<file path="src/rtl/clkcfg_pkg.sv">
package clkcfg_pkg;

    localparam int MF_W      = 10;
    localparam int RT_DIV_W  = 10;
    localparam int TB_DIV_W  = 5;
    localparam int SYS_DIV_W = 2;

    localparam logic [MF_W-1:0]     MF_OSC32    = MF_W'(513);
    localparam logic [MF_W-1:0]     MF_REF4M    = MF_W'(5);
    localparam logic [MF_W-1:0]     MF_ONE2ONE  = MF_W'(1);
    localparam logic [RT_DIV_W-1:0] RT_FAST     = RT_DIV_W'(4);
    localparam logic [RT_DIV_W-1:0] RT_SLOW     = RT_DIV_W'(512);
    localparam logic [TB_DIV_W-1:0] TB_NORMAL   = TB_DIV_W'(4);
    localparam logic [TB_DIV_W-1:0] TB_ONE2ONE  = TB_DIV_W'(16);

    typedef enum logic [1:0] {
        STRAP_OSC32   = 2'b00,
        STRAP_OSC4M   = 2'b01,
        STRAP_EXT1TO1 = 2'b10,
        STRAP_EXT4M   = 2'b11
    } strap_code_e;

    typedef struct packed {
        logic [MF_W-1:0]     mf_plus1;
        logic [TB_DIV_W-1:0] tb_div;
    } por_dflt_t;

    typedef struct packed {
        logic                 rt_src;
        logic                 rt_slow;
        logic                 tb_src;
        logic [SYS_DIV_W-1:0] sys_div;
    } ovr_t;

    function automatic por_dflt_t decode_straps(input strap_code_e code);
        por_dflt_t d;
        case (code)
            STRAP_OSC32: begin
                d.mf_plus1 = MF_OSC32;
                d.tb_div   = TB_NORMAL;
            end
            STRAP_EXT1TO1: begin
                d.mf_plus1 = MF_ONE2ONE;
                d.tb_div   = TB_ONE2ONE;
            end
            default: begin
                d.mf_plus1 = MF_REF4M;
                d.tb_div   = TB_NORMAL;
            end
        endcase
        return d;
    endfunction

    function automatic logic default_rt_slow(input strap_code_e code);
        return code != STRAP_OSC32;
    endfunction

endpackage

</file>
<file path="src/rtl/clkcfg_strap_latch.sv">
module clkcfg_strap_latch
    import clkcfg_pkg::*;
(
    input  logic        clk,
    input  logic        por,
    input  strap_code_e code_in,
    output strap_code_e code_q
);

    always_ff @(posedge clk) begin
        if (por) begin
            code_q <= code_in;
        end
    end

endmodule

</file>
<file path="src/rtl/clkcfg_ovr_regs.sv">
module clkcfg_ovr_regs
    import clkcfg_pkg::*;
(
    input  logic clk,
    input  logic por,
    input  logic hrst,
    input  ovr_t dflt,
    input  logic wr_en,
    input  ovr_t wdata,
    output ovr_t q
);

    always_ff @(posedge clk) begin
        if (por) begin
            q <= dflt;
        end else if (wr_en && !hrst) begin
            q <= wdata;
        end
    end

endmodule

</file>
<file path="src/rtl/clkcfg_tick_div.sv">
module clkcfg_tick_div #(
    parameter int W = 10
) (
    input  logic         clk,
    input  logic         rst,
    input  logic         tick,
    input  logic [W-1:0] ratio,
    output logic         pulse
);

    localparam logic [W-1:0] ONE = W'(1);

    logic [W-1:0] cnt;
    logic [W-1:0] ratio_q;
    logic         at_end;

    assign at_end = (cnt == ratio - ONE);

    always_ff @(posedge clk) begin
        ratio_q <= ratio;
        if (rst) begin
            cnt   <= '0;
            pulse <= 1'b0;
        end else if (ratio != ratio_q) begin
            cnt   <= '0;
            pulse <= 1'b0;
        end else if (tick) begin
            if (at_end) begin
                cnt   <= '0;
                pulse <= 1'b1;
            end else begin
                cnt   <= cnt + ONE;
                pulse <= 1'b0;
            end
        end else begin
            pulse <= 1'b0;
        end
    end

endmodule

</file>
<file path="src/rtl/clkcfg_ctrl.sv">
module clkcfg_ctrl
    import clkcfg_pkg::*;
(
    input  logic                 clk,
    input  logic                 por,
    input  logic                 hrst,
    input  logic                 strap_src,
    input  logic                 strap_freq,
    input  logic                 wr_en,
    input  logic                 wr_rt_src,
    input  logic                 wr_rt_slow,
    input  logic                 wr_tb_src,
    input  logic [SYS_DIV_W-1:0] wr_sys_div,
    input  logic                 osc_tick,
    input  logic                 ext_tick,
    input  logic                 pll_tick,
    input  logic                 gclk2_tick,
    output logic                 ref_is_ext,
    output logic                 ref_is_4m,
    output logic [MF_W-1:0]      mf_plus1,
    output logic                 rt_src,
    output logic                 rt_slow,
    output logic [RT_DIV_W-1:0]  rt_div,
    output logic                 tb_src,
    output logic [TB_DIV_W-1:0]  tb_div,
    output logic [SYS_DIV_W-1:0] sys_div,
    output logic                 rt_en,
    output logic                 tb_en
);

    strap_code_e code_live;
    strap_code_e code_q;
    por_dflt_t   dflt_q;
    ovr_t        ovr_dflt;
    ovr_t        ovr_wdata;
    ovr_t        ovr_q;
    logic        div_rst;
    logic        rt_tick;
    logic        tb_tick;

    assign code_live = strap_code_e'({strap_src, strap_freq});

    clkcfg_strap_latch u_latch (
        .clk     (clk),
        .por     (por),
        .code_in (code_live),
        .code_q  (code_q)
    );

    assign dflt_q = decode_straps(code_q);

    assign ovr_dflt = '{rt_src:  strap_src,
                        rt_slow: default_rt_slow(code_live),
                        tb_src:  1'b0,
                        sys_div: '0};

    assign ovr_wdata = '{rt_src:  wr_rt_src,
                         rt_slow: wr_rt_slow,
                         tb_src:  wr_tb_src,
                         sys_div: wr_sys_div};

    clkcfg_ovr_regs u_regs (
        .clk   (clk),
        .por   (por),
        .hrst  (hrst),
        .dflt  (ovr_dflt),
        .wr_en (wr_en),
        .wdata (ovr_wdata),
        .q     (ovr_q)
    );

    assign div_rst = por | hrst;
    assign rt_tick = ovr_q.rt_src ? ext_tick : osc_tick;
    assign tb_tick = ovr_q.tb_src ? gclk2_tick : pll_tick;
    assign rt_div  = ovr_q.rt_slow ? RT_SLOW : RT_FAST;

    clkcfg_tick_div #(.W(RT_DIV_W)) u_rt_div (
        .clk   (clk),
        .rst   (div_rst),
        .tick  (rt_tick),
        .ratio (rt_div),
        .pulse (rt_en)
    );

    clkcfg_tick_div #(.W(TB_DIV_W)) u_tb_div (
        .clk   (clk),
        .rst   (div_rst),
        .tick  (tb_tick),
        .ratio (tb_div),
        .pulse (tb_en)
    );

    assign ref_is_ext = code_q[1];
    assign ref_is_4m  = code_q[0];
    assign mf_plus1   = dflt_q.mf_plus1;
    assign tb_div     = dflt_q.tb_div;
    assign rt_src     = ovr_q.rt_src;
    assign rt_slow    = ovr_q.rt_slow;
    assign tb_src     = ovr_q.tb_src;
    assign sys_div    = ovr_q.sys_div;

endmodule

</file>
<file path="config.mk">
export PLATFORM = sky130hd
export DESIGN_NAME = clkcfg_ctrl
export DESIGN_NICKNAME = d
export VERILOG_FILES = /design/src/rtl/clkcfg_pkg.sv /design/src/rtl/clkcfg_strap_latch.sv /design/src/rtl/clkcfg_ovr_regs.sv /design/src/rtl/clkcfg_tick_div.sv /design/src/rtl/clkcfg_ctrl.sv
export SDC_FILE = /design/constraint.sdc
export NUM_CORES = 1
export LEC_CHECK = 0
export ABC_AREA = 0
export BUFFER_PORTS_ARGS = -buffer_cell sky130_fd_sc_hd__buf_2
export CELL_PAD_IN_SITES_DETAIL_PLACEMENT = 1
export CELL_PAD_IN_SITES_GLOBAL_PLACEMENT = 1
export CORE_ASPECT_RATIO = 1.25
export CORE_MARGIN = 3
export CORE_UTILIZATION = 38
export CTS_BUF_LIST = sky130_fd_sc_hd__clkbuf_4
export DETAILED_ROUTE_END_ITERATION = 10
export MAX_ROUTING_LAYER = met4
export PLACE_DENSITY = 0.88
export SETUP_SLACK_MARGIN = 0.4
export SLEW_MARGIN = 5
export SYNTH_ARGS = -nofsm -noshare
export SYNTH_HDL_FRONTEND = slang
export SYNTH_SLANG_ARGS = --single-unit
</file>
<file path="constraint.sdc">
create_clock -name clk -period 1.8 [get_ports clk]
set_clock_uncertainty 0.15 [all_clocks]
set_input_delay 0.36 -clock clk [delete_from_list [all_inputs] [get_ports clk]]
set_output_delay 0.36 -clock clk [all_outputs]
set_load 0.02 [all_outputs]
</file>
==> impl_metrics.yaml <==
clocking:
  cts_inserted_buffers: 3
  clkTransAtPathRegs_ns: 0.14
  cts_tree: "yes"
  cts-root-buf: "clkbuf_4"
  cts_sinks: 28
  htreeDepth: 1
  clkLatencyLatePin_ns: 0.34
  clk_path_buf_depth: 2
power:
  power_uw: 1270
  leakagePower_uw: 0.000772
  p_per_area_mw_per_mm2: 667
  peakVddDrop_uv: 498
global_route:
  first_global_vias: 1250
  grt_usage_pct: 18.4
  grt_remaining_overflow: 0
  antenna_found_initial: 0
  grt_max_degree: 16
  grt_first_pass_wirelength_um: 5950
floorplan:
  rows: 24
  ios: 49
  die-area_mm2: 0.00445
  coreArea_mm2: 0.00351
  die_y_um: 73.9
  start_util_pct: 39.9
  die_w_um: 60.3
setup_path:
  arrival_ns: 1.91
  regToRegStartpoint: "u_regs.q[3]$_DFFE_PP_"
  critPathKind: "register to register"
  critPathLaunch: "u_regs.q[3]$_DFFE_PP_"
  crit_required_ns: 1.94
  critPathLaunchType: "register"
  cp-end-kind: "register"
  crit_fanout: 5
placement:
  dp_hpwl_um: 2430
  port_buffers: 29
  placed_cells: 206
  gp_congestion: 0.775
  dpl-instance-area_mm2: 0.00153
sta:
  hold_violations: 0
  slew_viol_final: 0
  fin_crit_ns: 1.77
  setup-tns-final_ns: 0
  setup_viol: 0
  max_freq_mhz: 565
  fin_crit_sh_pct: 98.4
  rsz0062_at_grt: "true"
synth:
  synth_fa_ha_area_share_pct: 1.79
  synth.avg_cell_area_um2: 9.72
  ys_warn_count: 0
  synth_ff_type: "dfxtp_1"
  synth_xor_area_share_pct: 8.13
  async_reset_ff_share_pct: 0
  synth_seq_area_share_pct: 42.9
  synth_cell_type_count: 36
  syn_area_mm2: 0.00140
  synth_edf_count: 4
  synth_simple_gate_area_share_pct: 22.1
  synth_top_family_by_area: "simple AND/OR/NAND/NOR gates"
  synthMuxAreaShare_pct: 6.17
  synth_compound_area_share_pct: 5.18
  ys_ff_latch: 28
  netlist_instances: 144
drt:
  vias: 1181
  drt_pass1_iterations: 4
  routed_via_density: 5.18
  drt_iter0_drc: 19
  drc: 0
  drt-total-wl_um: 3900
  routedWlPerCell_um: 17.1
  ant_nets: 0
layout:
  area_delta_synth_final_pct: 35.5
  n_antenna_cell: 0
  utilization_pct: 54.0
  layout_commonest_cell: "conb_1"
  design_area_mm2: 0.00190
  final_cell_mix: "19 x conb_1, 17 x buf_2, 17 x dfxtp_1"
  nets: 207
  fin_cells: 228
  num-fill-cells: 408
  drive_above_1_share_pct: 47.1
outcome:
  outcome: "finished, final reports clean"
job:
  maxCapViolCount: 0
hold_path:
  min_from: "strap_freq"
  hold_class: "input pin to register"
cells in the mapped netlist, drive strengths merged (4+ instances only):
library cell	n	area, um^2
mux2i	6	60.1
xor2	8	70.1
dfxtp	24	480
buf	22	166
xnor2	5	43.8
nand3	4	20.0
nor2	13	51.3
nand2	7	26.3
edfxtp	4	120
nor3	11	55.1
nand4	4	25.0
cell families after synthesis:
family | Yosys count
simple gates | 56
flops | 28
buf+inv | 27
xor+xnor | 13
compound gates | 8
mux | 8
fa+ha+maj | 2
other cells | 2
per-layer routing:
layer / track usage, % / up-vias / wire (um)
met1: 19.2 / 587 / 1340
met3: 3.16 / 8 / 151
li1: - / 548 / -
met4: 7.14 / 0 / 99
met2: 33.5 / 38 / 2310
met5: - / - / 0
report_power, final:
group,internal (uW),switching [uW],total (uW)
combinational,140,173,314
clock,82.0,190,272
sequential,656,23.8,679
total,878,387,1270
through the flow:
stage | worst slack, ns | hold slack (ns)
floorplan | 0.262 | 0.309
detailed placement | -0.0563 | 0.335
global placement | 0.0891 | 0.323
CTS | 0.0916 | 0.0462
global route | -0.0667 | 0.0498
finish | 0.0287 | 0.0543
final cells by class:
type,count,area [um^2],share of cell area (%)
Sequential cell,28,614,32.4
Timing Repair Buffer,48,378,19.9
Tap cell,39,48.8,2.57
Clock inverter,1,3.75,0.198
Multi-Input combinational cell,107,816,43.0
Clock buffer,3,22.5,1.19
Inverter,2,13.8,0.726
repair_timing:
| action | in CTS | in global routing |
|---|---|---|
| setup buffers | 13 | 3 |
| gates cloned | 1 | 1 |
| pin swaps | 6 | 2 |
| setup endpoints to repair | 28 | 29 |
| hold buffers | 0 | 0 |
| gates resized for setup | 43 | 15 |
| endpoints found under the hold margin | 0 | 0 |
worst max-delay path: stages, from the launching register on:
cell and delay, ns:
edfxtp_1 0.51, nor4_2 0.25, nand2_1 0.15, a211oi_4 0.26
buf_4 0.15, buf_6 0.12, nor2b_1 0.12
path summary, 6_finish.rpt:
kind	endpoint	cells after the start	slack (ns)
worst max-delay path	u_rt_div.pulse$_SDFF_PP0_	6	0.03
worst min-delay path	u_latch.code_q[0]$_DFFE_PP_	1	0.05
worst max register to register	u_rt_div.pulse$_SDFF_PP0_	6	0.03
worst min register to register	u_regs.q[1]$_SDFFE_PP0P_	2	0.36
registers in the layout, summed over array words and instances, names as in the netlist:
| register | flops |
|---|---|
| u_tb_div.ratio_q | 2 |
| u_regs.q | 5 |
| u_rt_div.ratio_q | 2 |
| u_rt_div.pulse | 1 |
| u_tb_div.cnt | 5 |
| u_latch.code_q | 2 |
| u_tb_div.pulse | 1 |
| u_rt_div.cnt | 10 |
Power figures use the tool's default switching activity.
